**src/rtl/hdlb_pkg.sv**
```systemverilog
package hdlb_pkg;

  localparam logic [7:0] PACE_BYTE = 8'hFF;

  // Requests from control to datapath, one-cycle strobes.
  typedef struct packed {
    logic lineTxGo;    // pop the host queue head and drive it on the wire
    logic headDrop;    // pop the host queue head without driving it
    logic hostSendGo;  // pop the receive FIFO head and send it to the host
  } hdlbStrobe_t;

  // Datapath state seen by control.
  typedef struct packed {
    logic       hostQEmpty;
    logic [7:0] hostQHead;
    logic       lineTxBusy;
    logic       lineRxBusy;
    logic       lineRxStart;
    logic       rxFifoEmpty;
    logic       hostTxBusy;
  } hdlbStat_t;

endpackage

```
**src/rtl/hdlb_uart_rx.sv**
```systemverilog
module hdlb_uart_rx #(
  parameter int CLKS_PER_BIT = 16
) (
  input  logic       clk,
  input  logic       rstN,
  input  logic       serIn,
  output logic       busy,
  output logic       startSeen,
  output logic       byteValid,
  output logic       stopBad,
  output logic [7:0] byteData
);
  localparam int CW   = $clog2(CLKS_PER_BIT);
  localparam int HALF = CLKS_PER_BIT / 2;

  typedef enum logic [2:0] {RX_IDLE, RX_START, RX_DATA, RX_STOP, RX_TAIL} rxState_e;

  rxState_e        state;
  logic [1:0]      syncQ;
  logic            lineNow;
  logic [CW-1:0]   cnt;
  logic [2:0]      bitIdx;
  logic [7:0]      shiftReg;

  assign lineNow   = syncQ[1];
  assign busy      = (state != RX_IDLE);
  assign startSeen = (state == RX_IDLE) && !lineNow;
  assign byteData  = shiftReg;

  always_ff @(posedge clk or negedge rstN) begin
    if (!rstN) begin
      syncQ     <= 2'b11;
      state     <= RX_IDLE;
      cnt       <= '0;
      bitIdx    <= '0;
      shiftReg  <= '0;
      byteValid <= 1'b0;
      stopBad   <= 1'b0;
    end else begin
      syncQ     <= {syncQ[0], serIn};
      byteValid <= 1'b0;
      case (state)
        RX_IDLE: begin
          if (!lineNow) begin
            state <= RX_START;
            cnt   <= CW'(HALF - 1);
          end
        end
        RX_START: begin
          if (cnt == '0) begin
            if (!lineNow) begin
              state  <= RX_DATA;
              cnt    <= CW'(CLKS_PER_BIT - 1);
              bitIdx <= '0;
            end else begin
              state <= RX_IDLE;
            end
          end else begin
            cnt <= cnt - 1'b1;
          end
        end
        RX_DATA: begin
          if (cnt == '0) begin
            shiftReg <= {lineNow, shiftReg[7:1]};
            cnt      <= CW'(CLKS_PER_BIT - 1);
            if (bitIdx == 3'd7) state <= RX_STOP;
            else                bitIdx <= bitIdx + 1'b1;
          end else begin
            cnt <= cnt - 1'b1;
          end
        end
        RX_STOP: begin
          if (cnt == '0) begin
            byteValid <= 1'b1;
            stopBad   <= !lineNow;
            state     <= RX_TAIL;
            cnt       <= CW'(HALF - 1);
          end else begin
            cnt <= cnt - 1'b1;
          end
        end
        default: begin
          if (cnt == '0) state <= RX_IDLE;
          else           cnt   <= cnt - 1'b1;
        end
      endcase
    end
  end
endmodule

```
**src/rtl/hdlb_uart_tx.sv**
```systemverilog
module hdlb_uart_tx #(
  parameter int CLKS_PER_BIT = 16
) (
  input  logic       clk,
  input  logic       rstN,
  input  logic       go,
  input  logic [7:0] data,
  output logic       busy,
  output logic       serOut
);
  localparam int CW = $clog2(CLKS_PER_BIT);

  logic [9:0]    frame;
  logic [3:0]    bitsLeft;
  logic [CW-1:0] cnt;

  assign serOut = frame[0];

  always_ff @(posedge clk or negedge rstN) begin
    if (!rstN) begin
      frame    <= '1;
      bitsLeft <= '0;
      cnt      <= '0;
      busy     <= 1'b0;
    end else if (!busy) begin
      if (go) begin
        frame    <= {1'b1, data, 1'b0};
        bitsLeft <= 4'd9;
        cnt      <= CW'(CLKS_PER_BIT - 1);
        busy     <= 1'b1;
      end
    end else if (cnt == '0) begin
      cnt <= CW'(CLKS_PER_BIT - 1);
      if (bitsLeft == '0) begin
        busy <= 1'b0;
      end else begin
        frame    <= {1'b1, frame[9:1]};
        bitsLeft <= bitsLeft - 1'b1;
      end
    end else begin
      cnt <= cnt - 1'b1;
    end
  end
endmodule

```
**src/rtl/hdlb_fifo.sv**
```systemverilog
module hdlb_fifo #(
  parameter int WIDTH = 8,
  parameter int DEPTH = 16
) (
  input  logic             clk,
  input  logic             rstN,
  input  logic             push,
  input  logic [WIDTH-1:0] pushData,
  input  logic             pop,
  output logic [WIDTH-1:0] headData,
  output logic             empty,
  output logic             full
);
  localparam int PW = (DEPTH > 1) ? $clog2(DEPTH) : 1;
  localparam int NW = $clog2(DEPTH + 1);

  logic [WIDTH-1:0] mem [DEPTH];
  logic [PW-1:0]    wrPtr, rdPtr;
  logic [NW-1:0]    count;
  logic             doPush, doPop;

  assign empty    = (count == '0);
  assign full     = (count == NW'(DEPTH));
  assign doPush   = push && !full;
  assign doPop    = pop && !empty;
  assign headData = mem[rdPtr];

  function automatic logic [PW-1:0] nextPtr(input logic [PW-1:0] p);
    return (p == PW'(DEPTH - 1)) ? '0 : p + 1'b1;
  endfunction

  always_ff @(posedge clk) begin
    if (doPush) mem[wrPtr] <= pushData;
  end

  always_ff @(posedge clk or negedge rstN) begin
    if (!rstN) begin
      wrPtr <= '0;
      rdPtr <= '0;
      count <= '0;
    end else begin
      if (doPush) wrPtr <= nextPtr(wrPtr);
      if (doPop)  rdPtr <= nextPtr(rdPtr);
      case ({doPush, doPop})
        2'b10:   count <= count + 1'b1;
        2'b01:   count <= count - 1'b1;
        default: count <= count;
      endcase
    end
  end
endmodule

```
**src/rtl/hdlb_datapath.sv**
```systemverilog
module hdlb_datapath
  import hdlb_pkg::*;
#(
  parameter int CLKS_PER_BIT = 16,
  parameter int RX_DEPTH     = 16,
  parameter int HOST_Q_DEPTH = 4
) (
  input  logic        clk,
  input  logic        rstN,
  input  logic        hostRxd,
  input  logic        lineIn,
  input  hdlbStrobe_t strobe,
  output hdlbStat_t   stat,
  output logic        hostTxd,
  output logic        lineDriveLow,
  output logic        overflowFlag,
  output logic        frameErrFlag
);
  logic       hostByteValid, hostStopBad;
  logic [7:0] hostByte;
  logic       unusedHostRxBusy, unusedHostRxStart;
  logic       hostQEmpty, hostQFull;
  logic [7:0] hostQHead;
  logic       lineTxBusy, lineTxSer;
  logic       lineRxBusy, lineRxStart, lineByteValid, lineStopBad;
  logic [7:0] lineByte;
  logic       rxFifoEmpty, rxFifoFull;
  logic [7:0] rxFifoHead;
  logic       hostTxBusy;
  logic       linePushOk;

  // Host side receiver feeding the command queue.
  hdlb_uart_rx #(.CLKS_PER_BIT(CLKS_PER_BIT)) uHostRx (
    .clk(clk), .rstN(rstN), .serIn(hostRxd),
    .busy(unusedHostRxBusy), .startSeen(unusedHostRxStart),
    .byteValid(hostByteValid), .stopBad(hostStopBad), .byteData(hostByte)
  );

  hdlb_fifo #(.WIDTH(8), .DEPTH(HOST_Q_DEPTH)) uHostQ (
    .clk(clk), .rstN(rstN),
    .push(hostByteValid && !hostStopBad && !hostQFull), .pushData(hostByte),
    .pop(strobe.lineTxGo || strobe.headDrop),
    .headData(hostQHead), .empty(hostQEmpty), .full(hostQFull)
  );

  // Wire driver: open-drain, so a low data bit becomes a drive enable.
  hdlb_uart_tx #(.CLKS_PER_BIT(CLKS_PER_BIT)) uLineTx (
    .clk(clk), .rstN(rstN), .go(strobe.lineTxGo), .data(hostQHead),
    .busy(lineTxBusy), .serOut(lineTxSer)
  );
  assign lineDriveLow = !lineTxSer;

  // Wire receiver hears both the echo and the target.
  hdlb_uart_rx #(.CLKS_PER_BIT(CLKS_PER_BIT)) uLineRx (
    .clk(clk), .rstN(rstN), .serIn(lineIn),
    .busy(lineRxBusy), .startSeen(lineRxStart),
    .byteValid(lineByteValid), .stopBad(lineStopBad), .byteData(lineByte)
  );

  assign linePushOk = lineByteValid && !lineStopBad;

  hdlb_fifo #(.WIDTH(8), .DEPTH(RX_DEPTH)) uRxFifo (
    .clk(clk), .rstN(rstN),
    .push(linePushOk), .pushData(lineByte),
    .pop(strobe.hostSendGo),
    .headData(rxFifoHead), .empty(rxFifoEmpty), .full(rxFifoFull)
  );

  hdlb_uart_tx #(.CLKS_PER_BIT(CLKS_PER_BIT)) uHostTx (
    .clk(clk), .rstN(rstN), .go(strobe.hostSendGo), .data(rxFifoHead),
    .busy(hostTxBusy), .serOut(hostTxd)
  );

  always_ff @(posedge clk or negedge rstN) begin
    if (!rstN) begin
      overflowFlag <= 1'b0;
      frameErrFlag <= 1'b0;
    end else begin
      if (linePushOk && rxFifoFull)       overflowFlag <= 1'b1;
      if (lineByteValid && lineStopBad)   frameErrFlag <= 1'b1;
    end
  end

  always_comb begin
    stat.hostQEmpty  = hostQEmpty;
    stat.hostQHead   = hostQHead;
    stat.lineTxBusy  = lineTxBusy;
    stat.lineRxBusy  = lineRxBusy;
    stat.lineRxStart = lineRxStart;
    stat.rxFifoEmpty = rxFifoEmpty;
    stat.hostTxBusy  = hostTxBusy;
  end
endmodule

```
**src/rtl/hdlb_ctrl.sv**
```systemverilog
module hdlb_ctrl
  import hdlb_pkg::*;
#(
  parameter int SENSE_CYC = 32
) (
  input  logic        clk,
  input  logic        rstN,
  input  logic        hostReady,
  input  hdlbStat_t   stat,
  output hdlbStrobe_t strobe
);
  localparam int SCW = $clog2(SENSE_CYC + 1);

  typedef enum logic {LN_IDLE, LN_SENSE} lnState_e;

  lnState_e       state;
  logic [SCW-1:0] senseCnt;
  logic           headReady, headIsPace;

  assign headReady  = !stat.hostQEmpty && !stat.lineTxBusy;
  assign headIsPace = (stat.hostQHead == PACE_BYTE);

  always_comb begin
    strobe            = '0;
    strobe.hostSendGo = hostReady && !stat.rxFifoEmpty && !stat.hostTxBusy;
    case (state)
      LN_IDLE: begin
        if (headReady && !headIsPace && !stat.lineRxBusy) strobe.lineTxGo = 1'b1;
      end
      default: begin
        if (stat.lineRxStart)                              strobe.headDrop = 1'b1;
        else if (senseCnt == '0 && !stat.lineRxBusy)       strobe.lineTxGo = 1'b1;
      end
    endcase
  end

  always_ff @(posedge clk or negedge rstN) begin
    if (!rstN) begin
      state    <= LN_IDLE;
      senseCnt <= '0;
    end else begin
      case (state)
        LN_IDLE: begin
          if (headReady && headIsPace) begin
            state    <= LN_SENSE;
            senseCnt <= SCW'(SENSE_CYC - 1);
          end
        end
        default: begin
          if (strobe.headDrop || strobe.lineTxGo) state    <= LN_IDLE;
          else if (senseCnt != '0)                senseCnt <= senseCnt - 1'b1;
        end
      endcase
    end
  end
endmodule

```
**src/rtl/hd_line_bridge.sv**
```systemverilog
module hd_line_bridge
  import hdlb_pkg::*;
#(
  parameter int CLKS_PER_BIT = 16,
  parameter int SENSE_BITS   = 2,
  parameter int RX_DEPTH     = 16,
  parameter int HOST_Q_DEPTH = 4
) (
  input  logic clk,
  input  logic rstN,
  input  logic hostRxd,
  output logic hostTxd,
  input  logic hostReady,
  input  logic lineIn,
  output logic lineDriveLow,
  output logic overflowFlag,
  output logic frameErrFlag
);
  localparam int SENSE_CYC = SENSE_BITS * CLKS_PER_BIT;

  hdlbStrobe_t ctrlStrobe;
  hdlbStat_t   dpStat;

  hdlb_ctrl #(.SENSE_CYC(SENSE_CYC)) uCtrl (
    .clk(clk), .rstN(rstN), .hostReady(hostReady),
    .stat(dpStat), .strobe(ctrlStrobe)
  );

  hdlb_datapath #(
    .CLKS_PER_BIT(CLKS_PER_BIT), .RX_DEPTH(RX_DEPTH), .HOST_Q_DEPTH(HOST_Q_DEPTH)
  ) uDp (
    .clk(clk), .rstN(rstN), .hostRxd(hostRxd), .lineIn(lineIn),
    .strobe(ctrlStrobe), .stat(dpStat),
    .hostTxd(hostTxd), .lineDriveLow(lineDriveLow),
    .overflowFlag(overflowFlag), .frameErrFlag(frameErrFlag)
  );
endmodule

```
**config.mk**
```make
export PLATFORM = sky130hd
export DESIGN_NAME = hd_line_bridge
export DESIGN_NICKNAME = d
export VERILOG_FILES = /design/src/rtl/hdlb_pkg.sv /design/src/rtl/hdlb_uart_rx.sv /design/src/rtl/hdlb_uart_tx.sv /design/src/rtl/hdlb_fifo.sv /design/src/rtl/hdlb_datapath.sv /design/src/rtl/hdlb_ctrl.sv /design/src/rtl/hd_line_bridge.sv
export SDC_FILE = /design/constraint.sdc
export NUM_CORES = 1
export LEC_CHECK = 0
export BUFFER_PORTS_ARGS = -buffer_cell sky130_fd_sc_hd__buf_2
export CORE_ASPECT_RATIO = 2
export CORE_MARGIN = 2
export CORE_UTILIZATION = 57
export CTS_CLUSTER_DIAMETER = 100
export DETAILED_ROUTE_END_ITERATION = 6
export PLACE_DENSITY_LB_ADDON = 0.15
export SETUP_SLACK_MARGIN = 0.2
export SYNTH_ARGS = -nofsm -noshare
export SYNTH_HDL_FRONTEND = slang
export SYNTH_SLANG_ARGS = --single-unit
```
**constraint.sdc**
```tcl
create_clock -name clk -period 3.15 [get_ports clk]
set_clock_uncertainty 0.2 [all_clocks]
set_input_delay 0.1575 -clock clk [delete_from_list [all_inputs] [get_ports clk]]
set_output_delay 0.1575 -clock clk [all_outputs]
set_load 0.02 [all_outputs]
```
# --- Word level (Yosys, flattened, before mapping) ---
# Memory sizes are Yosys's and may differ from the RTL's.
# Cells that the tools add are included.
classes:
  add_sub_neg: 17
  n_eq_ne: 43
  mux: 97
  reduce_logical: 66
ops:
  columns: ["operator", "n"]
  rows:
  - ["$mux W4", 28]
  - ["$mux W10", 8]
  - ["$mux W3", 20]
  - ["$ne A2 B2 Y1 const B", 18]
  - ["$pmux W4 S4", 2]
  - ["$mux W1", 25]
  - ["$logic_not A4 Y1", 6]
  - ["$mux W6", 4]
  - ["$pmux W3 S4", 2]
  - ["$sub A4 B1 Y4 const B", 6]
  - ["$pmux W3 S2", 3]
  - ["$reduce_bool A2 Y1", 9]
  - ["$logic_and A1 B1 Y1", 17]
  - ["$reduce_and A3 Y1", 5]
  - ["$logic_not A1 Y1", 13]
  - ["$eq A3 B2 Y1 const B", 4]
  - ["$reduce_and A6 Y1", 2]
  - ["$ne A5 B2 Y1 const B", 2]
  - ["$pmux W5 S2", 1]
  - ["$reduce_and A5 Y1", 2]
  - ["$add A3 B1 Y3 const B", 3]
  - ["$eq A3 B3 Y1 const B", 3]
  - ["$logic_not A3 Y1", 3]
  - ["$add A4 B1 Y4 const B", 2]
  - ["other kinds (20)", 35]
totals:
  ff_bits: 111
  ram_bits: 160
  in_bits: 5
  out_inout_bits: 4
  wordCells: 257
  n_memories: 2
memory_table:
  columns: ["memory", "words", "word_bits", "read_ports", "rd_clocked_by_memory_dff", "wr", "line", "source"]
  rows:
  - ["uDp.uRxFifo.mem", 16, 8, 1, 0, 1, "hdlb_fifo.sv:17", "logic [WIDTH-1:0] mem [DEPTH];"]
  - ["uDp.uHostQ.mem", 4, 8, 1, 0, 1, "hdlb_fifo.sv:17", null]

# --- Logic depth before layout (Yosys ltp) ---
# Gate-level depths: netlist of run 1.
logic_depth:
  ltp_word: 11
  mapped_depth: 12
  mapped_depth_nobuf: 11

# --- By module ---
# From an unflattened synthesis of run 1, not the netlist that was laid out.
hier_totals:
  cells_unflattened: 801
  area_unflattened_um2: 11991.5
modules_own_cells:
  columns: ["mod", "instances", "cells_per_inst", "area_each_um2", "seq_area_each_um2"]
  rows:
  - ["hdlb_fifo at uDp.uRxFifo", 1, 329, 5869.4, 4169.0]
  - ["hdlb_uart_rx", 2, 80, 1009.7, 553.0]
  - ["hdlb_uart_tx", 2, 83, 924.6, 461.7]
  - ["hdlb_fifo at uDp.uHostQ", 1, 82, 1636.6, 1136.1]
  - ["hdlb_ctrl", 1, 50, 474.2, 175.2]
  - ["hdlb_datapath", 1, 14, 142.6, 50.0]

# --- Least setup slack after synthesis of run 1 ---
# No wires, ideal clock.
synth_path:
  path_kind: "register -> register"
  startpoint: "register uDp.uRxFifo.count[1]"
  endpoint: "register uDp.uRxFifo.count[4]"
  setup_ns: 0.123
  arrival_time_ns: 2.703
  required_time_ns: 2.827
  setup_slack_ns: 0.124
  path_stages_with_launch: 12
  path_buffers: 1
  period_less_slack_ns: 3.026
  path_cell_list: "dfrtp_1 or4_1 o211ai_1 buf_2 inv_1 ha_1 fa_1 a21o_1 a21oi_1 xor2_1 nor2_1 xnor2_1"
synth_via:
  elab_chain_len: 7
  word_cells_on_any_way: 14
  cone_classes: "2 x add/sub; 3 x eq/ne; 1 x mux; 8 x reduce/logical"
synth_lines:
  columns: ["element", "line", "source"]
  rows:
  - ["start, declared", "hdlb_fifo.sv:19", "logic [NW-1:0] count;"]
  - ["start signal, assigned", "hdlb_fifo.sv:45", "2'b10: count <= count + 1'b1;"]
  - ["start signal, assigned", "hdlb_fifo.sv:46", "2'b01: count <= count - 1'b1;"]
  - ["start signal, assigned", "hdlb_fifo.sv:47", "default: count <= count;"]
  - ["$logic_not A5 Y1 (*)", "hdlb_fifo.sv:22", "assign empty = (count == '0);"]
  - ["$logic_not A1 Y1 (*)", "hdlb_fifo.sv:25, hdlb_ctrl.sv:25", null]
  - ["$logic_and A1 B1 Y1 (2 in series)", "hdlb_ctrl.sv:25", "strobe.hostSendGo = hostReady && !stat.rxFifoEmpty && !stat.hostTxBusy;"]
  - ["$logic_and A1 B1 Y1 (*)", "hdlb_fifo.sv:25", "assign doPop = pop && !empty;"]
  - ["net uDp.uRxFifo.doPop", "hdlb_fifo.sv:20", "logic doPush, doPop;"]
  - ["$eq A2 B1 Y1 or $eq A2 B2 Y1 (tied branches)", "hdlb_fifo.sv:44", "case ({doPush, doPop})"]
  - ["$pmux W5 S2 or $reduce_bool A2 Y1 (tied branches)", null, null]
# The timed path passes the listed nets; every way through them passes the cells marked *.
# A chain may end at the register's enable or synchronous reset.

# --- Worst setup path after layout of run 1 ---
layout_path:
  startpoint: "register uDp.uHostQ.rdPtr[0]"
  endpoint: "register uDp.uHostQ.count[2]"
layout_via:
  elab_chain_len: 11
  word_cells_on_any_way: 13
  cone_classes: "3 x eq/ne; 3 x mux; 6 x reduce/logical; 1 x memory"
layout_lines:
  columns: ["element", "line", "source"]
  rows:
  - ["start, declared", "hdlb_fifo.sv:18", "logic [PW-1:0] wrPtr, rdPtr;"]
  - ["start signal, assigned", "hdlb_fifo.sv:43", "if (doPop) rdPtr <= nextPtr(rdPtr);"]
  - ["$mem_v2 Z4 W8 (*)", null, null]
  - ["$eq A8 B8 Y1 (*)", "hdlb_ctrl.sv:21", "assign headIsPace = (stat.hostQHead == PACE_BYTE);"]
  - ["$logic_not A1 Y1 (*)", "hdlb_ctrl.sv:28", "if (headReady && !headIsPace && !stat.lineRxBusy) strobe.lineTxGo = 1'b1;"]
  - ["$logic_and A1 B1 Y1 (*) (2 in series)", "hdlb_ctrl.sv:28", null]
  - ["$mux W1 (*)", "hdlb_ctrl.sv:28", null]
  - ["$mux W1 (*)", "hdlb_ctrl.sv:26", "case (state)"]
  - ["$logic_or A1 B1 Y1 (*)", "hdlb_datapath.sv:42", ".pop(strobe.lineTxGo || strobe.headDrop),"]
  - ["$logic_and A1 B1 Y1 (*)", "hdlb_fifo.sv:25", null]
  - ["net uDp.uHostQ.doPop", "hdlb_fifo.sv:20", null]
  - ["$eq A2 B1 Y1 or $eq A2 B2 Y1 (tied branches)", "hdlb_fifo.sv:44", null]
  - ["$pmux W3 S2 or $reduce_bool A2 Y1 (tied branches)", null, null]
  - ["end signal, assigned", "hdlb_fifo.sv:45", null]
  - ["end signal, assigned", "hdlb_fifo.sv:46", null]
  - ["end signal, assigned", "hdlb_fifo.sv:47", null]
  - ["end, declared", "hdlb_fifo.sv:19", null]
# Marks and branches as above.

==> results, run 1 <==
- A synthesized cell averages roughly 15 sq um.
- The first global-routing pass estimated roughly 36000 microns of wire.
- Of the cells placed in the final design, the portion with a size suffix greater than 1 is 0.216.
- Among all flip-flop cells after synthesis, the most frequent one is sky130_fd_sc_hd__edfxtp_1.
- The highest fanout seen on the critical path is 4.
- Of the total power, the share spent switching nets is 0.297.
- The kind of start point of the critical path is a flop.
- On the critical path the largest part of the delay comes from multiplexers.
- The type of the setup path with the least slack is flop to flop.
- The congestion estimate from routability-driven global placement came to about 0.85.
- The startpoint identified for the worst register-to-register timing path is uDp.uHostQ.rdPtr[0]$_DFFE_PN0P_.
- Compared with the post-synthesis result, the final layout area differs by 10.5%.
- Of the total power, registers draw 0.503.
- For this configuration, the core starts out at a cell density of 0.580.
- For this run, the number of Yosys warnings is 0.
- The internal power is roughly 7.0 mW.
- The setup check on the worst reg-to-reg path leaves a slack of between 0.2 and 0.3 ns.
- The fraction of synthesis flops using an asynchronous set or reset pin is 0.405.
- Yosys attributes the largest share of cell area to sky130_fd_sc_hd__edfxtp_1 42%, sky130_fd_sc_hd__dfrtp_1 19%, sky130_fd_sc_hd__mux4_2 8.6%.
- The worst endpoint required time is approximately 3.4 ns.
- The leftover overflow at the end of global routing is 0.
- The worst hold path begins at lineIn.
- The part of the Yosys area used for sequential elements is 0.657.
- The synthesized area is 11500 sq um.
- Summed over all failing endpoints, the final setup total negative slack is 0 ns.
- Entering global routing, the biggest net connects 75 pins.
- The routed design has around 22000 microns of wire.
- 0 antenna diodes ended up in the layout.
- The via count of the first global-routing pass is roughly 6.8k.
- The total die area is between 20000 and 25000 sq um.
- Counting flops with a built-in enable in the synthesized netlist gives 160.
- In the finished design, the share of the clock period the worst path needs comes to 0.911.
- Counting the buffers created by CTS gives 23.
- The final hold violation count is 0.
- For the worst flop-to-flop path, the logic depth is 11.
- The share of total power dissipated in the clock network is 0.256.
- Clock latency on the worst-skew pair, taken at its later pin, is ~0.50 ns.
- 9 I/O pins were placed.
- Setup repair after global routing could not meet its margin everywhere.
- Dividing the detail-routed via count by the number of cells gives around 6.
- The net total in the final layout is 833.
- Of all cell types, the one taking the most synthesized area is sky130_fd_sc_hd__edfxtp_1.
- The final setup violation count is 0.
- The number of clock sinks seen by CTS is between 200 and 300.
- The delay contributed by the slowest stage of the critical path is slightly above 0.5 ns.
- Among all cell types in the netlist, the one instantiated most often is sky130_fd_sc_hd__edfxtp_1.
- Synthesis produced a netlist with a net count of about 800.
- For this run, design rule violations remaining after detail routing come to 0.
- The cell type with the highest occurrence count on the critical path is sky130_fd_sc_hd__xor2_1.
- After technology mapping, the gate count stands at about 770.
- The number of antenna violations at the first check in global routing came to 0.
- The clock transition at the register clock pins on the worst setup and hold paths after CTS is 0.07 ns.
- The worst hold path was traced through 2 stages.
- The detailed router placed between 6k and 7k vias in this run.
- The number of standard-cell rows in the floorplan is between 70 and 80.
- The global-route usage over all layers is 0.213.
- Headroom to the max-slew limit came out at 0.311.
- The detail route stage leaves a number of antenna-violating nets equal to 0.
- The critical path buffer and inverter count is 2.
- The first detailed-routing pass took 4 iterations.
- The post-DP HPWL is 15400 microns.
- For this block, the initial DRC count from the detailed router was around 310.
- The average wire length per cell after detail routing is between 20 and 25 microns.
- In this run the horizontal extent of the chip is between 100 and 150 microns.
- The area of the core is approximately 20000 sq um.
- The power density of the placed cells is 789 nW/um^2.
- The register bit total from synthesis is about 270.
- The flow ran to the end, and the final reports show no timing, DRC or antenna violations.
- Measured along the y axis, the die boundary spans 205 microns.
- In the synthesized netlist, the cells that appear most often are 160 x sky130_fd_sc_hd__edfxtp_1, 87 x sky130_fd_sc_hd__dfrtp_1, 56 x sky130_fd_sc_hd__nand2_1.
- TritonCTS built the clock tree.
- The signal on the critical path passes through buf_12, mux4_2, nand4_1, o21a_1, o31a_1, ha_2, inv_1, fa_2, xor2_1, nor2_1, xor2_1.
- CTS built an H-tree with a depth of 1.
- The analysis attributes to net switching a power of 2.98 mW.
- The class of the tightest hold or removal check is input port to flop.
- The count of pins over their slew limit came to 0.
- The worst-case IR drop observed on VDD is a little over 0.0005 V.
- The count of different cell masters after synthesis is 60.
- The timing-limited maximum frequency is roughly 350 MHz.
- The type of destination of the critical path is a flop.
- At the pin with the least slew margin, the transition time is 1.03 ns.
- The count of input and output buffers is 8.
- The total power of the final layout is 10.0 mW.
- The part of the total power dissipated in combinational logic is 0.241.
- The count of maximum capacitance violations is 0.
- The final critical delay including setup and external delays is about 2.9 ns.
- The fraction of synthesized cell area taken by the top area cell type is 0.418.
- For hold timing, the worst endpoint is uDp.uLineRx.syncQ[0]$_DFF_PN1_.
- The clock root buffer is sky130_fd_sc_hd__clkbuf_16.
- The endpoint of the worst-slack reg-to-reg timing path is uDp.uHostQ.count[2]$_DFFE_PN0P_.
- Counting along the longest clock path gives a buffer depth of 3.
- The arrival time of the worst setup path is ~3.1 ns.
- Summed over all cells, the static leakage comes to approximately 4.8 nW.
- The slowest cell on the critical path is sky130_fd_sc_hd__mux4_2.
-- per-layer routing --
| layer | track usage | wire length, microns | vias up |
|---|---|---|---|
| met2 | 0.440 | 13200 | 99 |
| met1 | 0.219 | 7680 | 3214 |
| met4 | 0.0618 | 589 | 0 |
| met3 | 0.0239 | 598 | 36 |
| met5 | 0 | 0 | - |
| li1 | - | - | 2943 |
-- logic make-up after synthesis --
| group | synth area share |
|---|---|
| muxes | 0.127 |
| buffers and inverters | 0.0240 |
| xor gates and xnor gates | 0.0137 |
| DFF | 0.657 |
| AOI/OAI and AO/OA | 0.0683 |
| adders and majority gates | 0.0329 |
| and+or+nand+nor | 0.0768 |
-- final cells by class --
| type | instances | area (sq um) |
|---|---|---|
| Clock inverter | 11 | 45.0 |
| Multi-Input combinational cell | 430 | 3690 |
| Inverter | 38 | 143 |
| Tap cell | 262 | 328 |
| Timing Repair Buffer | 37 | 312 |
| Clock buffer | 30 | 622 |
| Fill cell | 1442 | 7110 |
| Sequential cell | 269 | 7560 |
-- state kept, by name (all words and copies together) (netlist names), 5 cells and up --
name                  cells
uCtrl.senseCnt            6
uDp.uHostQ.mem           32
uDp.uHostRx.byteData      8
uDp.uHostTx.frame         9
uDp.uLineRx.byteData      8
uDp.uLineTx.frame         9
uDp.uRxFifo.count         5
uDp.uRxFifo.mem         128
-- power by group through the flow --
stage          clock, mW  combinational, mW  sequential, mW
2_1_floorplan          0               1.89            4.83
3_3_place_gp           0               2.24            5.05
3_5_place_dp           0               2.35            5.11
4_1_cts             2.62               2.40            5.04
5_1_grt             2.74               2.71            5.14
6_report            2.57               2.42            5.04
-- how the worst max path moves through the flow --
stage / start / end / slack, ns / depth (start not counted)
floorplan: uDp.uRxFifo.count[1]$_DFFE_PN0P_ / uDp.uRxFifo.count[4]$_DFFE_PN0P_ / 0.21 / 11
global placement: uDp.uRxFifo.count[1]$_DFFE_PN0P_ / uDp.uRxFifo.count[4]$_DFFE_PN0P_ / 0.24 / 10
detailed placement: uDp.uRxFifo.count[1]$_DFFE_PN0P_ / uDp.uRxFifo.count[4]$_DFFE_PN0P_ / 0.16 / 10
CTS: uDp.uRxFifo.count[0]$_DFFE_PN0P_ / uDp.uRxFifo.count[4]$_DFFE_PN0P_ / 0.19 / 10
global route: uDp.uRxFifo.count[0]$_DFFE_PN0P_ / uDp.uRxFifo.count[4]$_DFFE_PN0P_ / 0.16 / 10
finish: uDp.uHostQ.rdPtr[0]$_DFFE_PN0P_ / uDp.uHostQ.count[2]$_DFFE_PN0P_ / 0.28 / 11
-- worst reg2reg max path, stage by stage, from the launching register on --
cell	delay (ns)
sky130_fd_sc_hd__dfrtp_2	0.40
sky130_fd_sc_hd__buf_12	0.12
sky130_fd_sc_hd__mux4_2	0.51
sky130_fd_sc_hd__nand4_1	0.22
sky130_fd_sc_hd__o21a_1	0.20
sky130_fd_sc_hd__o31a_1	0.17
sky130_fd_sc_hd__ha_2	0.18
sky130_fd_sc_hd__inv_1	0.05
sky130_fd_sc_hd__fa_2	0.33
sky130_fd_sc_hd__xor2_1	0.14
sky130_fd_sc_hd__nor2_1	0.12
sky130_fd_sc_hd__xor2_1	0.15
-- cell usage in the layout (no fill, tap or decap), types with 8 or more instances in the layout --
| cell | count |
|---|---|
| sky130_fd_sc_hd__edfxtp_1 | 160 |
| sky130_fd_sc_hd__dfrtp_1 | 84 |
| sky130_fd_sc_hd__nand2_1 | 56 |
| sky130_fd_sc_hd__mux4_2 | 48 |
| sky130_fd_sc_hd__nor2_1 | 42 |
| sky130_fd_sc_hd__inv_1 | 37 |
| sky130_fd_sc_hd__mux2_2 | 28 |
| sky130_fd_sc_hd__and2_1 | 24 |
| sky130_fd_sc_hd__ha_1 | 24 |
| sky130_fd_sc_hd__a21oi_1 | 23 |
| sky130_fd_sc_hd__clkbuf_16 | 23 |
| sky130_fd_sc_hd__o21ai_0 | 22 |
| sky130_fd_sc_hd__buf_4 | 22 |
| sky130_fd_sc_hd__dfstp_2 | 22 |
| sky130_fd_sc_hd__a31oi_1 | 16 |
| sky130_fd_sc_hd__nor3_1 | 14 |
| sky130_fd_sc_hd__xnor2_1 | 12 |
| sky130_fd_sc_hd__nand3_1 | 9 |
| sky130_fd_sc_hd__o22ai_1 | 9 |
| sky130_fd_sc_hd__clkinv_1 | 8 |
-- per-stage QoR --
stage                     instances  hold slack, ns  setup slack (ns)   util  cell area [sq um]
final                          1077           0.101             0.280  0.641              12700
after global routing           1077          0.0898             0.162  0.641              12700
after CTS                      1071          0.0948             0.193  0.637              12600
after detailed placement       1024          0.0640             0.158  0.601              11900
after global placement         1024          0.0625             0.243  0.601              11900
after floorplan                 767          -0.338             0.208      -              11500
-- what timing repair did --
item | CTS | global route
gates resized for setup | 6 | 9
endpoints found under the hold margin | 60 | 0
setup buffers | 2 | 6
setup endpoints to repair | 2 | 3
pin swaps | 3 | 5
hold buffers | 4 | 0
No activity file was read; power rests on OpenSTA's default activity.
==> run 2, diff against run 1 <==
- REMOVE_ABC_BUFFERS: default -> 1
==> results, run 2 (same netlist as run 1, synthesis figures left out) <==
- The run finished with clean final reports.
- The cell sitting at the root of the clock tree is a sky130_fd_sc_hd__clkbuf_16.
- The global-route usage over all layers is 0.218 (+0.00493).
- The relative max-transition margin is 0.475 (+0.164).
- The number of placed I/O pins came to 9 (unchanged).
- The fraction of the cycle the final worst path needs is 0.915 (+0.00430).
- Setup repair after global routing could not meet its margin everywhere.
- The global-route wire length before repair is 35900 microns (+0.89%).
- The count of input and output buffers came to 8 (unchanged).
- The final critical delay including setup and external delays was 2.88 ns (+0.0136 ns).
- The power density of the placed cells came to 793 nW/um^2 (+0.41%).
- The overall routed net length is 22500 microns (+1.7%).
- The net total in the final layout is 833 (unchanged).
- The level count of the clock H-tree is 1 (unchanged).
- The total power of the final layout came to 10.1 mW (+0.35%).
- The worst endpoint required time is 3.36 ns (-0.02 ns).
- The number of buffers between clock root and the deepest sink came to 3 (unchanged).
- The largest vdd supply drop was 0.000531 V (+2.2%).
- Leaving out fill and tap cells, the most frequent cell in the layout is sky130_fd_sc_hd__edfxtp_1.
- The met1 track demand over resource came to 0.215 (-0.00451).
- The antenna diode count was 0 (unchanged).
- The number of routed nets with antenna violations was 0 (unchanged).
- The final setup violation count is 0 (unchanged).
- After global routing, the most crowded layer is met2.
- The maximum number of pins on one net before global-route repair came to 61 (-19%).
- The clock latency of the later-clocked register in the worst-skew pair is 0.52 ns (+0.02 ns).
- The count of maximum capacitance violations came to 0 (unchanged).
- The via-per-instance ratio is 5.85 (about the same).
- The arrival time of the worst setup path is 3.09 ns (about the same).
- The effective utilization at floorplan is 0.580 (unchanged).
- The total die area was 21400 sq um (unchanged).
- The most flop-heavy register is uDp.uRxFifo.mem.
- The number of violations reported at the end of detailed-routing iteration 0 is 334 (+8.1%).
- The DRC violations left was 0 (unchanged).
- The number of antenna violations at the first check in global routing was 0 (unchanged).
- The largest registers in the layout are uDp.uRxFifo.mem: 128 flops, uDp.uHostQ.mem: 32 flops.
- STA classifies the critical path endpoint as a flop.
- The detailed-route via count is 6298 (+0.095%).
- The critical path starts at uDp.uRxFifo.count[0]$_DFFE_PN0P_.
- The highest fanout seen on the critical path came to 6 (+2).
- The number of clock sinks seen by CTS was 269 (unchanged).
- The library cells used most frequently in the layout, excluding fill and tap cells, are 160 x sky130_fd_sc_hd__edfxtp_1, 85 x sky130_fd_sc_hd__dfrtp_1, 56 x sky130_fd_sc_hd__nand2_1.
- The final hold violation count came to 0 (unchanged).
- TritonCTS built the clock tree.
- The detailed-routing iteration count for the pre-antenna-repair pass came to 7 (+3).
- The floorplan die height is 205 microns (unchanged).
- The number of buffers created by CTS came to 23 (unchanged).
- The startpoint identified for the worst register-to-register timing path is uDp.uRxFifo.count[0]$_DFFE_PN0P_.
- The actual slew at the worst max-slew pin was 0.782 ns (-0.252 ns).
- The routability-driven placement congestion ratio was 0.815 (-4.6%).
- The area of the core is 19800 sq um (unchanged).
- The post-DP HPWL is 15900 microns (+3.6%).
- The met2 usage in global routing is 0.444 (+0.00350).
- The standby leakage power is 4.79 nW (+0.12%).
- The final standard cell utilization of the core is 0.641 (about the same).
- The post-layout worst setup margin is 0.267 ns (-0.0136 ns).
- The count of pins over their slew limit is 0 (unchanged).
- The clock transition at the register clock pins on the worst setup and hold paths after CTS is 0.06 ns (about the same).
- The post-route cell area is 12700 sq um (about the same).
- The timing-limited maximum frequency is 347 MHz (-0.47%).
- The number of standard-cell rows in the floorplan is 73 (unchanged).
- The total cell area at the placement stage is 11900 sq um (about the same).
- The met3 track utilization from global routing is 0.0213 (-0.00255).
- The average wire length per cell after detail routing came to 20.8 microns (+1.7%).
- The leftover overflow at the end of global routing is 0 (unchanged).
- The layout overhead on the synthesized area is 10.4% (about the same).
- The kind of start point of the critical path is a flop.
- The fraction of final layout cells with drive strength greater than 1 is 0.217 (+0.00123).
- The type of the setup path with the least slack is flop to flop.
- The tightest min-delay check is of the input port to asynchronous set/reset pin type.
- The worst setup timing slack at the placement stage came to 0.0647 ns (-0.0929 ns).
- The horizontal die dimension is 104 microns (unchanged).
- The flip-flop count of the largest register after layout is 128 (unchanged).
- The via count of the first global-routing pass is 6839 (+0.63%).
-- run 2: what timing repair did --
item / 4_1_cts / 5_1_grt
hold buffers: 4 / 0
pin swaps: 3 / 7
resized for setup: 6 / 8
setup endpoints to repair: 2 / 2
buffers inserted: 3 / 5
hold endpoints to repair: 56 / 0
-- run 2: power breakdown --
part	switching, mW	leakage, nW	total (mW)	internal, mW
Clock	1.17	0.331	2.57	1.40
Sequential	0.593	2.79	5.00	4.41
Combinational	1.23	1.67	2.49	1.26
Total	3.00	4.79	10.1	7.07
-- run 2: final cells by class --
cell class,count,area (sq um)
Sequential cell,269,7560
Clock buffer,33,634
Inverter,38,143
Timing Repair Buffer,37,312
Clock inverter,8,38.8
Multi-Input combinational cell,430,3680
Tap cell,262,328
Fill cell,1485,7120
-- run 2: path summary, 6_finish.rpt --
check                                                      end  cells after the start  slack, ns
min                        uDp.uLineRx.byteData[4]$_DFFE_PN0P_                      2       0.09
min in group clk                uDp.uHostRx.syncQ[0]$_DFF_PN1_                      2       0.09
max                           uDp.uRxFifo.count[4]$_DFFE_PN0P_                     10       0.27
max in group asynchronous     uDp.uHostTx.frame[3]$_DFFE_PN1P_                      3       1.83
min reg2reg                     uDp.uHostRx.syncQ[1]$_DFF_PN1_                      0       0.16
max reg2reg                   uDp.uRxFifo.count[4]$_DFFE_PN0P_                     10       0.27
-- run 2: critical path, cell delays in order (launching register included) --
cell and delay (ns):
sky130_fd_sc_hd__dfrtp_2 0.44, sky130_fd_sc_hd__or4_1 0.52, sky130_fd_sc_hd__o211ai_1 0.25, sky130_fd_sc_hd__inv_2 0.12
sky130_fd_sc_hd__ha_4 0.20, sky130_fd_sc_hd__fa_2 0.36, sky130_fd_sc_hd__a21o_1 0.19, sky130_fd_sc_hd__a21oi_2 0.16
sky130_fd_sc_hd__xor2_1 0.16, sky130_fd_sc_hd__nor2_1 0.07, sky130_fd_sc_hd__xnor2_1 0.12
-- run 2: metal layers --
layer  wire [microns]  share of wire
met3              514          0.023
met1             7410           0.33
met5                0              0
met2            13500           0.60
met4              976          0.043
-- run 2: per-stage QoR --
stage	std cells	setup TNS (ns)	hold WS, ns
floorplan	737	-0.103	-0.338
detailed placement	1024	0	0.0486
global route	1077	0	0.0757
CTS	1072	0	0.0708
global placement	1024	0	0.0359
finish	1077	0	0.0878
==> run 3, diff against run 2 <==
- CORE_UTILIZATION: 57 -> 50
- HOLD_SLACK_MARGIN: default -> 0.03
==> results, run 3 (same netlist as run 1, synthesis figures left out) <==
- The largest vdd supply drop came to 0.000673 V (+27%).
- The average wire length per cell after detail routing is 19.9 microns (-4.3%).
- The library cell used most frequently in the layout, excluding fill and tap cells, is sky130_fd_sc_hd__edfxtp_1.
- The power density of the placed cells is 818 nW/um^2 (+3.1%).
- The timing-limited maximum frequency is 351 MHz (+1.3%).
- The number of cell instances on the worst register-to-register path is 11 (+1).
- The flip-flop count of the largest register after layout was 128 (unchanged).
- The highest fanout seen on the critical path is 8 (+2).
- The fraction of final layout cells with drive strength greater than 1 is 0.229 (+0.0117).
- The standby leakage power is 4.88 nW (+1.8%).
- The post-DP HPWL is 15600 microns (-2.1%).
- The arrival time of the worst setup path is 3.09 ns (about the same).
- The delay contributed by the slowest stage of the critical path is 0.50 ns (-0.02 ns).
- The fraction of the cycle the final worst path needs is 0.904 (-0.0114).
- The critical path is of the flop to flop type.
- The start point of the critical path is uDp.uHostQ.rdPtr[0]$_DFFE_PN0P_.
- The register-to-register setup slack is 0.30 ns (+0.04 ns).
- The number of antenna violations at the first check in global routing is 0 (unchanged).
- The level count of the clock H-tree is 1 (unchanged).
- The TritonCTS clock tree is yes.
- The via count of the first global-routing pass is 6781 (-0.85%).
- The count of placed standard cells in the final layout, fillers left out is 1097 (+1.9%).
- The fill cell total of the finished layout was 1769 (+19%).
- The endpoint identified for the worst register-to-register timing path is uDp.uHostQ.count[2]$_DFFE_PN0P_.
- The DRC violations left is 0 (unchanged).
- The clock latency of the later-clocked register in the worst-skew pair is 0.53 ns (about the same).
- The total die area is 24300 sq um (+14%).
- STA classifies the critical path endpoint as a flop.
- Ranked by flip-flop count, first place goes to uDp.uRxFifo.mem.
- The number of violations reported at the end of detailed-routing iteration 0 is 265 (-21%).
- The number of placed I/O pins is 9 (unchanged).
- The maximum number of pins on one net before global-route repair is 45 (-26%).
- The overall routed net length is 21900 microns (-2.5%).
- The final standard cell utilization of the core is 0.569 (-0.0712).
- Walking the worst path, the cells encountered are buf_6, mux4_2, nand4_1, o21a_1, o31a_1, ha_2, inv_2, fa_2, xor2_1, nor2_1, xor2_1.
- Setup repair after global routing could not meet its margin everywhere.
- The area used by sequential logic in the layout is 7560 sq um (about the same).
- The number of routed nets with antenna violations is 0 (unchanged).
- The number of standard-cell rows in the floorplan is 78 (+6.8%).
- The minimum hold slack is 0.0341 ns (-0.0537 ns).
- The horizontal die dimension was 111 microns (+6.5%).
- The effective utilization at floorplan is 0.508 (-0.0723).
- The worst setup timing slack at the placement stage is 0.0774 ns (+0.0127 ns).
- The clock transition at the register clock pins on the worst setup and hold paths after CTS came to 0.07 ns (about the same).
- The antenna diode count is 0 (unchanged).
- The slowest cell on the critical path is sky130_fd_sc_hd__dfrtp_2.
- The via-per-instance ratio was 5.75 (-1.7%).
- The leftover overflow at the end of global routing is 0 (unchanged).
- In the layout the commonest cells are 160 x sky130_fd_sc_hd__edfxtp_1, 83 x sky130_fd_sc_hd__dfrtp_1, 56 x sky130_fd_sc_hd__nand2_1.
- The post-route cell area is 12900 sq um (+1.5%).
- The global-route wire length before repair is 35000 microns (-2.7%).
- Following the worst setup path forward leads to its endpoint at uDp.uHostQ.count[2]$_DFFE_PN0P_.
- The relative max-transition margin is 0.543 (+0.0680).
- The net total in the final layout is 833 (unchanged).
- The number of buffers between clock root and the deepest sink is 3 (unchanged).
- The layout overhead on the synthesized area is 12.1%.
- The worst register-to-register path begins at uDp.uHostQ.rdPtr[0]$_DFFE_PN0P_.
- The count of maximum capacitance violations came to 0 (unchanged).
- The footprint of the multi-input gates was 3680 sq um (about the same).
- The final hold violation count is 0 (unchanged).
- The count of pins over their slew limit was 0 (unchanged).
- The actual slew at the worst max-slew pin is 0.685 ns (-0.0968 ns).
- The area of the core was 22600 sq um (+14%).
- The total power of the final layout is 10.5 mW (+4.7%).
- The routability-driven placement congestion ratio is 0.796 (-2.2%).
- The detailed-routing iteration count for the pre-antenna-repair pass is 7 (unchanged).
- The number of clock sinks seen by CTS came to 269 (unchanged).
- The post-layout worst setup margin came to 0.303 ns (+0.0360 ns).
- The final critical delay including setup and external delays came to 2.85 ns (-0.0360 ns).
- The global-route usage over all layers is 0.184 (-0.0346).
- CTS placed an instance of sky130_fd_sc_hd__clkbuf_16 at the clock tree root.
- The cell type with the highest occurrence count on the critical path is sky130_fd_sc_hd__xor2_1.
- STA classifies the critical path startpoint as a flop.
- The post-route setup TNS came to 0 ns (unchanged).
- The cell count after placement is 1043 (+1.9%).
- The worst endpoint required time is 3.40 ns (+0.04 ns).
- In the final layout, the registers with the most flip-flops are uDp.uRxFifo.mem: 128 flops, uDp.uHostQ.mem: 32 flops.
- The final setup violation count is 0 (unchanged).
- The run finished with clean final reports.
- The number of buffers created by CTS is 24 (+4.3%).
- The min-delay analysis places its worst path in the category input port to asynchronous set/reset pin.
- The total cell area at the placement stage is 11900 sq um (about the same).
- The floorplan die height is 218 microns (+6.6%).
- The detailed-route via count came to 6303 (+0.079%).
- The count of input and output buffers was 8 (unchanged).
[run 3: power breakdown]
part / switching [mW] / internal, mW
logic: 1.14 / 1.20
registers: 0.598 / 4.41
clock network: 1.29 / 1.90
total: 3.03 / 7.51
[run 3: timing repair]
| action | in CTS | in global routing |
|---|---|---|
| hold buffers | 4 | 0 |
| endpoints found under the setup margin | 2 | 2 |
| endpoints found under the hold margin | 113 | 0 |
| resized for setup | 4 | 11 |
| pin swaps | 0 | 8 |
| setup buffers | 1 | 5 |
[run 3: cell type report]
type	count	share of cell area
Inverter	38	0.0111
Tap cell	280	0.0272
Timing Repair Buffer	36	0.0216
Sequential cell	269	0.587
Clock buffer	31	0.0535
Clock inverter	13	0.0147
Multi-Input combinational cell	430	0.285
[run 3: worst min-delay path by stage]
stage                     depth (start not counted)                                end     from
after floorplan                                   0      uCtrl.senseCnt[0]$_DFFE_PN0P_     rstN
after CTS                                         2      uCtrl.senseCnt[4]$_DFFE_PN0P_     rstN
final                                             2  uDp.uLineRx.bitIdx[2]$_DFFE_PN0P_     rstN
after global routing                              2     uDp.uHostRx.syncQ[0]$_DFF_PN1_  hostRxd
after global placement                            1  uDp.uLineRx.bitIdx[1]$_DFFE_PN0P_     rstN
after detailed placement                          1  uDp.uLineRx.bitIdx[0]$_DFFE_PN0P_     rstN
[run 3: per-layer routing]
layer / track usage / vias to the layer above / part of all wire
met4: 0.0823 / 0 / 0.037
met5: 0 / - / 0
met1: 0.176 / 3228 / 0.35
met2: 0.378 / 85 / 0.59
met3: 0.0219 / 39 / 0.025
li1: - / 2951 / -
[run 3: worst max-delay path: cells and delay by family (launching register included)]
kind                     cells  cell delay [ns]
multiplexers                 1             0.50
XOR/XNOR                     2             0.30
AO/OA/AOI/OAI                2             0.34
flip-flops                   1             0.50
AND/OR/NAND/NOR              2             0.24
buffers and inverters        2             0.19
adder cells (fa/ha/maj)      2             0.51
